--- src/rtl/sysctl_pkg.sv ---
package sysctl_pkg;
    parameter int unsigned ADDR_W  = 12;
    parameter int unsigned DATA_W  = 32;
    parameter int unsigned SPEED_N = 16;
    parameter int unsigned NMI_W   = 8;
    parameter int unsigned LBUS_W  = 16;
    localparam int unsigned SPD_IW = $clog2(SPEED_N);

    typedef logic [ADDR_W-1:0] addr_t;
    typedef logic [DATA_W-1:0] word_t;

    typedef enum logic [4:0] {
        SEL_NONE, SEL_CONFIG, SEL_REV, SEL_SPEED, SEL_MAINT, SEL_PTAG,
        SEL_LTAG, SEL_BMASK, SEL_WINDOW, SEL_NMI, SEL_ERRTYPE, SEL_MISC,
        SEL_NVPROT, SEL_IMR, SEL_TIMACK, SEL_EISA, SEL_ISR
    } sel_e;

    typedef struct packed {
        sel_e              sel;
        logic [SPD_IW-1:0] idx;
    } dec_t;

    localparam addr_t A_CONFIG   = addr_t'(12'h000);
    localparam addr_t A_REV      = addr_t'(12'h008);
    localparam addr_t A_MAINT    = addr_t'(12'h030);
    localparam addr_t A_PTAG     = addr_t'(12'h048);
    localparam addr_t A_LTAG     = addr_t'(12'h050);
    localparam addr_t A_BMASK    = addr_t'(12'h058);
    localparam addr_t A_WINDOW   = addr_t'(12'h060);
    localparam addr_t A_SPEED0   = addr_t'(12'h070);
    localparam addr_t A_SPEEDN   = A_SPEED0 + addr_t'(8 * (SPEED_N - 1));
    localparam addr_t A_NMI      = addr_t'(12'h200);
    localparam addr_t A_ERRTYPE  = addr_t'(12'h208);
    localparam addr_t A_MISC     = addr_t'(12'h210);
    localparam addr_t A_NVPROT   = addr_t'(12'h220);
    localparam addr_t A_IMR      = addr_t'(12'h228);
    localparam addr_t A_TIMACK   = addr_t'(12'h230);
    localparam addr_t A_EISA     = addr_t'(12'h238);
    localparam addr_t A_ISR      = addr_t'(12'h240);

    localparam word_t CONFIG_RST = word_t'(32'h0000_0410);
    localparam word_t REV_VAL    = word_t'(32'h0000_0001);
    localparam word_t MISC_RST   = word_t'(32'h0001_8186);
    localparam word_t NVPROT_RST = word_t'(32'h0000_0007);
    localparam word_t IMR_RST    = word_t'(32'h0000_0010);
    localparam word_t SPEED_RST  = word_t'(32'h0000_0007);
    localparam word_t EISA_VAL   = word_t'(32'h0000_0007);
    localparam word_t WIN_LTAG   = word_t'(32'h8000_0001);
    localparam word_t WIN_BMASK  = word_t'(32'h0F0F_0F0F);

    function automatic dec_t decode_addr(addr_t a);
        dec_t d;
        d.sel = SEL_NONE;
        d.idx = '0;
        case (a)
            A_CONFIG:  d.sel = SEL_CONFIG;
            A_REV:     d.sel = SEL_REV;
            A_MAINT:   d.sel = SEL_MAINT;
            A_PTAG:    d.sel = SEL_PTAG;
            A_LTAG:    d.sel = SEL_LTAG;
            A_BMASK:   d.sel = SEL_BMASK;
            A_WINDOW:  d.sel = SEL_WINDOW;
            A_NMI:     d.sel = SEL_NMI;
            A_ERRTYPE: d.sel = SEL_ERRTYPE;
            A_MISC:    d.sel = SEL_MISC;
            A_NVPROT:  d.sel = SEL_NVPROT;
            A_IMR:     d.sel = SEL_IMR;
            A_TIMACK:  d.sel = SEL_TIMACK;
            A_EISA:    d.sel = SEL_EISA;
            A_ISR:     d.sel = SEL_ISR;
            default: begin
                if (a[2:0] == 3'b000 && a >= A_SPEED0 && a <= A_SPEEDN) begin
                    d.sel = SEL_SPEED;
                    d.idx = SPD_IW'((a - A_SPEED0) >> 3);
                end
            end
        endcase
        return d;
    endfunction

    function automatic word_t win_target(word_t ptag, logic [1:0] sub);
        return (ptag & ~word_t'(1)) + (word_t'(sub) << 3);
    endfunction
endpackage

--- src/rtl/sysctl_decode.sv ---
module sysctl_decode
    import sysctl_pkg::*;
(
    input  addr_t             addr,
    output sel_e              sel,
    output logic [SPD_IW-1:0] idx
);
    dec_t dec;
    assign dec = decode_addr(addr);
    assign sel = dec.sel;
    assign idx = dec.idx;
endmodule

--- src/rtl/sysctl_speed_bank.sv ---
module sysctl_speed_bank
    import sysctl_pkg::*;
(
    input  logic              clk,
    input  logic              rst,
    input  logic              we,
    input  logic [SPD_IW-1:0] idx,
    input  word_t             wdata,
    output word_t             rdata
);
    word_t slot_rd [SPEED_N];

    for (genvar k = 0; k < SPEED_N; k++) begin : g_slot
        localparam word_t RV = (k < SPEED_N - 1) ? SPEED_RST : '0;
        word_t slot_q;
        always_ff @(posedge clk) begin
            if (rst)
                slot_q <= RV;
            else if (we && idx == SPD_IW'(k))
                slot_q <= wdata;
        end
        assign slot_rd[k] = slot_q;
    end

    assign rdata = slot_rd[idx];
endmodule

--- src/rtl/sysctl_win_req.sv ---
module sysctl_win_req
    import sysctl_pkg::*;
(
    input  logic  clk,
    input  logic  rst,
    input  logic  win_wr,
    input  word_t ptag,
    input  word_t ltag,
    input  word_t bmask,
    input  word_t maint,
    input  word_t wdata,
    input  logic  mem_ready,
    output logic  mem_valid,
    output word_t mem_addr,
    output word_t mem_data
);
    logic hit;
    assign hit = win_wr && (ltag == WIN_LTAG) && (bmask == WIN_BMASK);

    always_ff @(posedge clk) begin
        if (rst) begin
            mem_valid <= 1'b0;
            mem_addr  <= '0;
            mem_data  <= '0;
        end else if (mem_valid) begin
            if (mem_ready)
                mem_valid <= 1'b0;
        end else if (hit) begin
            mem_valid <= 1'b1;
            mem_addr  <= win_target(ptag, maint[1:0]);
            mem_data  <= wdata;
        end
    end
endmodule

--- src/rtl/sysctl_regs.sv ---
module sysctl_regs
    import sysctl_pkg::*;
(
    input  logic              clk,
    input  logic              rst,
    input  logic [ADDR_W-1:0] addr,
    input  logic              wr_en,
    input  logic              rd_en,
    input  logic [DATA_W-1:0] wr_data,
    output logic [DATA_W-1:0] rd_data,
    output logic              rd_valid,
    output logic              busy,
    output logic              addr_err,
    input  logic              timer_tick,
    output logic              timer_irq,
    input  logic [NMI_W-1:0]  nmi_set,
    input  logic [LBUS_W-1:0] lbus_src,
    output logic              lbus_irq,
    output logic              mem_valid,
    input  logic              mem_ready,
    output logic [DATA_W-1:0] mem_addr,
    output logic [DATA_W-1:0] mem_data
);
    sel_e              sel;
    logic [SPD_IW-1:0] sidx;
    logic              wr_go, rd_go;
    word_t             config_q, misc_q, nvprot_q, imr_q;
    word_t             maint_q, ptag_q, ltag_q, bmask_q;
    logic [NMI_W-1:0]  nmi_q;
    logic [LBUS_W-1:0] isr_q;
    word_t             spd_rd, rd_c;

    sysctl_decode u_dec (.addr(addr), .sel(sel), .idx(sidx));

    assign busy  = mem_valid;
    assign wr_go = wr_en & ~busy;
    assign rd_go = rd_en & ~wr_en & ~busy;

    sysctl_speed_bank u_spd (
        .clk(clk), .rst(rst), .we(wr_go && sel == SEL_SPEED),
        .idx(sidx), .wdata(wr_data), .rdata(spd_rd)
    );

    sysctl_win_req u_win (
        .clk(clk), .rst(rst), .win_wr(wr_go && sel == SEL_WINDOW),
        .ptag(ptag_q), .ltag(ltag_q), .bmask(bmask_q), .maint(maint_q),
        .wdata(wr_data), .mem_ready(mem_ready), .mem_valid(mem_valid),
        .mem_addr(mem_addr), .mem_data(mem_data)
    );

    always_ff @(posedge clk) begin
        if (rst) begin
            config_q <= CONFIG_RST;
            misc_q   <= MISC_RST;
            nvprot_q <= NVPROT_RST;
            imr_q    <= IMR_RST;
            maint_q  <= '0;
            ptag_q   <= '0;
            ltag_q   <= '0;
            bmask_q  <= '0;
        end else if (wr_go) begin
            case (sel)
                SEL_CONFIG: config_q <= wr_data;
                SEL_MISC:   misc_q   <= wr_data;
                SEL_NVPROT: nvprot_q <= wr_data;
                SEL_IMR:    imr_q    <= wr_data;
                SEL_MAINT:  maint_q  <= wr_data;
                SEL_PTAG:   ptag_q   <= wr_data;
                SEL_LTAG:   ltag_q   <= wr_data;
                SEL_BMASK:  bmask_q  <= wr_data;
                default: ;
            endcase
        end
    end

    always_ff @(posedge clk) begin
        if (rst) begin
            timer_irq <= 1'b0;
            nmi_q     <= '0;
            isr_q     <= '0;
        end else begin
            timer_irq <= timer_tick | (timer_irq & ~(rd_go && sel == SEL_TIMACK));
            nmi_q     <= nmi_set | ((rd_go && sel == SEL_NMI) ? '0 : nmi_q);
            isr_q     <= lbus_src;
        end
    end

    assign lbus_irq = |(isr_q & imr_q[LBUS_W-1:0]);

    always_comb begin
        case (sel)
            SEL_CONFIG: rd_c = config_q;
            SEL_REV:    rd_c = REV_VAL;
            SEL_SPEED:  rd_c = spd_rd;
            SEL_MAINT:  rd_c = maint_q;
            SEL_PTAG:   rd_c = ptag_q;
            SEL_LTAG:   rd_c = ltag_q;
            SEL_BMASK:  rd_c = bmask_q;
            SEL_NMI:    rd_c = word_t'(nmi_q);
            SEL_MISC:   rd_c = misc_q;
            SEL_NVPROT: rd_c = nvprot_q;
            SEL_IMR:    rd_c = imr_q;
            SEL_EISA:   rd_c = EISA_VAL;
            SEL_ISR:    rd_c = word_t'(isr_q);
            default:    rd_c = '0;
        endcase
    end

    always_ff @(posedge clk) begin
        if (rst) begin
            rd_valid <= 1'b0;
            rd_data  <= '0;
            addr_err <= 1'b0;
        end else begin
            rd_valid <= rd_go;
            if (rd_go)
                rd_data <= rd_c;
            addr_err <= (wr_go | rd_go) && sel == SEL_NONE;
        end
    end
endmodule

--- config.mk ---
export PLATFORM = sky130hd
export DESIGN_NAME = sysctl_regs
export DESIGN_NICKNAME = d
export VERILOG_FILES = /design/src/rtl/sysctl_pkg.sv /design/src/rtl/sysctl_decode.sv /design/src/rtl/sysctl_speed_bank.sv /design/src/rtl/sysctl_win_req.sv /design/src/rtl/sysctl_regs.sv
export SDC_FILE = /design/constraint.sdc
export NUM_CORES = 2
export LEC_CHECK = 0
export BUFFER_PORTS_ARGS = -buffer_cell sky130_fd_sc_hd__buf_2
export CAP_MARGIN = 20
export CORE_UTILIZATION = 55
export DETAILED_ROUTE_END_ITERATION = 10
export PLACE_DENSITY = 0.68
export REMOVE_ABC_BUFFERS = 1
export SLEW_MARGIN = 20
export SYNTH_ARGS = -nofsm -noshare
export SYNTH_HDL_FRONTEND = slang
export SYNTH_SLANG_ARGS = --single-unit
--- constraint.sdc ---
create_clock -name clk -period 5.3 [get_ports clk]
set_clock_uncertainty 0.15 [all_clocks]
set_input_delay 1.06 -clock clk [delete_from_list [all_inputs] [get_ports clk]]
set_output_delay 1.06 -clock clk [all_outputs]
set_load 0.02 [all_outputs]
[Word level (Yosys, flattened, before mapping)]
Index checks and enable logic that the tools add are counted.
Word-level totals
  flip-flop bits (word level): 892
  word-level logic and storage cells: 147
Cells by class
  add/subtract/negate cells: 2
  magnitude comparators: 3
  equal/unequal tests: 46
  multiplexer cells: 11
  bitwise operators: 12
  reductions and logical operators: 40
Operator list (number)
  $pmux 32 s13: 1
  $bmux 32 s4: 1
  $eq 12x10->1 const B: 8
  $pmux 5 s15: 1
  $mux 32: 2
  $eq 12x7->1 const B: 4
  $eq 5x4->1 const B: 7
  $add 32x5->32: 1
  $eq 32x28->1 const B: 1
  $eq 32x32->1 const B: 1
  $eq 4x4->1 const B: 8
  $logic_and 1x1->1: 25
  $eq 5x3->1 const B: 4
  $reduce_and 2->1: 9
  $and 16x16->16: 1
  $eq 4x3->1 const B: 4
  $reduce_or 16->1: 1
  $reduce_or 15->1: 1
  $eq 12x4->1 const B: 1
  $eq 12x6->1 const B: 1
  $ge 12x7->1 const B: 1
  $le 12x8->1 const B: 1
  $logic_not 12->1: 1
  $eq 5x2->1 const B: 2
  18 further kinds: 27

[Longest topological paths before layout]
  depth in word-level cells: 11
  mapped depth: 17
  depth with buffers taken out: 11

[By module]
Synthesis repeated with hierarchy kept, for this count alone.
Unflattened totals
  cells, all modules: 4715
  area total of the unflattened synthesis: 39952.1 sq um
Modules (own cells, without submodules)
  sysctl_speed_bank: instances 1, cells an instance 2646, area each 23334.9 sq um
  sysctl_regs: instances 1, cells an instance 1632, area each 13003.7 sq um
  sysctl_win_req: instances 1, cells an instance 382, area each 3246.9 sq um
  sysctl_decode: instances 1, cells an instance 55, area each 366.6 sq um

[Worst setup path before layout]
OpenSTA, ideal clock, no wires.
  path kind: input to register
  from: in addr[4]
  to: reg rd_data[13]
  setup time: 0.140 ns
  data arrival time: 4.123 ns
  required time: 5.010 ns
  setup slack: 0.887 ns
  stages on the path: 16
  path through: buf_2 -> clkinv_1 -> clkbuf_1 -> ha_1 -> clkbuf_1 -> a21o_1 -> a221o_1 -> a21o_1 -> buf_4 -> nand2_1 -> buf_2 -> mux2_2 -> a222oi_1 -> nand3_1 -> a21oi_1 -> a22oi_1
On the way
  cells in the longest elaborated chain, start to end: 10
  elaborated cells between the ends (all ways): 42
Ends and longest elaborated chain
  from (decl): RTL line sysctl_regs.sv:6  | input logic [ADDR_W-1:0] addr,
  $ge 12x7->1: RTL line sysctl_pkg.sv:72  | if (a[2:0] == 3'b000 && a >= A_SPEED0 && a <= A_SPEEDN) begin
  $logic_and 1x1->1 (2 in series): RTL line sysctl_pkg.sv:72
  $mux 6: RTL line sysctl_pkg.sv:72
  $mux 4: RTL line sysctl_pkg.sv:55  | case (a)
  $not 4->5 (implied by the code): RTL line sysctl_speed_bank.sv:25  | assign rdata = slot_rd[idx];
  $bmux 32 s4: RTL line sysctl_speed_bank.sv:25
  $mux 32 (implied by the code) (2 in series): RTL line sysctl_speed_bank.sv:25
  $pmux 32 s13 (*): RTL line sysctl_regs.sv:91  | case (sel)
  to (signal assigned): RTL line sysctl_regs.sv:117  | rd_data <= rd_c;
  to (decl): RTL line sysctl_regs.sv:10  | output logic [DATA_W-1:0] rd_data,
Mark *: on every way between the ends. The rest lies on a longest branch, timed or not. The select of a mux whose other input is x is not followed.
A chain may end at the register's enable or synchronous reset.

[Final worst setup path]
  from: in addr[9]
  to: reg rd_data[8]
The elaborated chain is that of the path after synthesis.

==> flow_summary.json <==
{
  "async_flop_share": 0,
  "grt_max_degree": 206,
  "drc_errors": 0,
  "htree_levels": 3,
  "cp_cell_sequence": "buf_2 -> nor4_1 -> nand2_1 -> or3_4 -> nor3_4 -> buf_4 -> o221ai_1 -> a22oi_1 -> o2111ai_1 -> a22oi_1",
  "first_global_vias": 32857,
  "yosysUniqueCellTypes": 93,
  "cts_buffers": 93,
  "criticalPathCategory": "in -> reg",
  "regArea_mm2": 0.0178,
  "dpl.cell_count": 5775,
  "hold_viol": 0,
  "ant_nets": 0,
  "routed_wl_mm": 135,
  "crit_required_ns": 5.72,
  "clk_pin_slew_ns": 0.06,
  "nets": 5020,
  "fin_total_pwr_mw": 13.9,
  "worstPathArrival_ns": 4.89,
  "cts_resized": 0,
  "synth.cell_area_mm2": 0.0387,
  "crit_path_frequent_cell": "a22oi_1",
  "grt_setup_unrepaired": "false",
  "worstPathMaxFanout": 66,
  "yosysTopAreaCell": "dfxtp_1",
  "first_iter_violations": 5325,
  "clock-root-buffer": "clkbuf_16",
  "endpoint_kind": "flip-flop",
  "drv_slew": 0,
  "layout-drive-gt1-share": 0.107,
  "placed_area_mm2": 0.0397,
  "port_buffers": 174,
  "final_cell_area_mm2": 0.0428,
  "grt_pass1_wl_mm": 202,
  "grt_usage": 0.368,
  "multiInputGateArea_mm2": 0.0187,
  "ys.flop_type": "dfxtp_1",
  "syn_avg_cell_area_um2": 7.70,
  "status": "completed",
  "area_growth_pct": 10.6,
  "peakVddDrop_mv": 0.242,
  "postCtsSetupRepairBufs": 0,
  "clk_latency_ns": 0.65,
  "ys_seq_area_frac": 0.461,
  "clock_path_buffers": 3,
  "maxSlewHeadroom": 0.121,
  "post-route-min-period_ns": 4.47,
  "tightest_slew_ns": 1.32,
  "wl_per_cell_um": 22.7,
  "holdWs_ns": 0.298,
  "fillerInstances": 6315,
  "finish.utilization": 0.620,
  "maxCapViolCount": 0,
  "yosysWarnings": 0,
  "startpoint_type": "primary input",
  "p_leak_nw": 14.8,
  "p_per_area_mw_per_mm2": 324,
  "vias_per_cell": 6.10,
  "timing.final.ws_setup_ns": 0.831,
  "dieHeight_um": 267,
  "dr.pass1.iters": 6,
  "critPathSlowestCell": "buf_4",
  "pre_cts_ws_ns": 0.326,
  "synthDominantCellAreaShare": 0.461,
  "io_pins": 176,
  "clock-sinks": 891,
  "tritoncts": "yes",
  "hold_buffers": 0,
  "ys_seq_elements": 891,
  "via_count": 36266,
  "synthTopCellsByArea": "dfxtp_1 46%, nand2_1 17%, a21oi_1 10%",
  "gp_routability_congestion": 0.990,
  "hold_class": "reg -> reg",
  "globalRouteOverflowTotal": 0,
  "antenna_found_initial": 3,
  "initial_core_util": 0.561,
  "fmax_mhz": 224,
  "worst-path-buf-inv": 2,
  "instances_no_fill": 5941,
  "finalSetupTns_ns": 0,
  "dpl.hpwl_mm": 85.7,
  "critPathTopFamily": "simple AND/OR/NAND/NOR gates",
  "core-area_mm2": 0.0691,
  "die_area_mm2": 0.0715,
  "netlist_instances": 5029,
  "fp-row-count": 96,
  "slowest_delay_ns": 0.66,
  "synth_edf_count": 0,
  "fp.dieW_um": 267,
  "setup_viol": 0,
  "fin_crit_sh": 0.843
}
==> routing by layer <==
metal	wire length (um)	vias up	track usage
met1	56800	17150	0.515
met4	5220	4	0.143
met2	60000	1939	0.565
li1	-	16861	-
met3	13100	312	0.0591
met5	23	-	0
==> worst min-delay path, stage by stage, from the launching register on <==
cell	delay [ns]
dfxtp_1	0.30
nand2_1	0.05
a21oi_1	0.05
==> placed cells by master (no fill, tap or decap), types with 14 or more instances in the layout <==
master     count
a211oi_1      37
a21oi_1      791
a221oi_1      26
a22o_1        17
a22oi_1       70
and3_1        24
buf_2        171
buf_4        112
clkbuf_1      16
clkbuf_16     97
clkbuf_8      22
clkinv_2      16
dfxtp_1      891
inv_1         17
mux2_2        19
mux2i_1      149
nand2_1     1703
nand3_1       59
nand4_1       16
nor2_1       172
nor2_2        22
nor2b_1       22
nor3_1        46
o211ai_1      57
o21ai_0       64
o221ai_1      96
o22ai_1       22
xnor2_1       14
xor2_1        15
==> registers in the layout, summed over array words and instances (netlist names), 31 cells and up <==
name	flops
nvprot_q	32
bmask_q	32
config_q	32
ltag_q	32
imr_q	32
maint_q	32
u_win.mem_addr	31
ptag_q	32
misc_q	32
u_win.mem_data	32
u_spd.g_slot.slot_q	512
rd_data	32
==> where the power goes <==
| part | leakage (nW) | internal (mW) | switching (mW) | total (mW) |
|---|---|---|---|---|
| clock network | 1.51 | 3.88 | 2.74 | 6.62 |
| registers | 7.18 | 6.71 | 0.0119 | 6.72 |
| logic | 6.12 | 0.104 | 0.444 | 0.549 |
==> cell usage after synthesis (4+ instances only) <==
cell,count
a211oi_1,37
a21boi_0,4
a21o_1,4
a21oi_1,791
a221oi_1,26
a222oi_1,6
a22o_1,17
a22oi_1,70
a31oi_1,13
a32oi_1,9
and2_1,10
and3_1,24
buf_1,10
buf_2,149
buf_4,23
buf_6,11
clkbuf_1,286
dfxtp_1,891
ha_1,6
inv_1,18
mux2_2,19
mux2i_1,149
nand2_1,1704
nand2_2,5
nand2b_1,5
nand3_1,59
nand4_1,16
nor2_1,189
nor2_2,5
nor2b_1,22
nor3_1,46
nor3_2,7
nor4_1,9
nor4b_1,6
o211ai_1,57
o21a_1,6
o21ai_0,64
o221ai_1,96
o22a_1,8
o22ai_1,22
o2bb2ai_1,7
o32ai_1,4
or3_1,13
xnor2_1,14
xor2_1,15
==> layout make-up <==
class / count / share of cell area
clock buffers: 135 / 0.0651
repair buffers: 295 / 0.0449
flip-flops and latches: 891 / 0.416
clock inverters: 29 / 0.00681
multi-input cells: 3637 / 0.438
well taps: 931 / 0.0272
diodes: 2 / 0.000117
inverters: 21 / 0.00184
==> final timing paths <==
path                                             startpoint                          end  slack [ns]  depth (start not counted)
worst min register to register  u_spd.g_slot[12].slot_q[24]  u_spd.g_slot[12].slot_q[24]        0.30                          2
worst max-delay path                                addr[9]                   rd_data[8]        0.83                         10
worst min-delay path            u_spd.g_slot[12].slot_q[24]  u_spd.g_slot[12].slot_q[24]        0.30                          2
worst max register to register                   bmask_q[2]           u_win.mem_data[26]        1.66                          8
==> logic make-up (layout without fill, tap and decap cells) <==
logic type	count (synthesis)	in the layout	share of synthesized area
buf+inv	501	480	0.0578
simple gates	2154	2154	0.228
fa+ha+maj	8	8	0.00271
mux	168	168	0.0441
compound gates	1277	1277	0.200
flops	891	891	0.461
other cells	1	3	0.0000969
xor+xnor	29	29	0.00656
No activity file was read; power rests on OpenSTA's default activity.
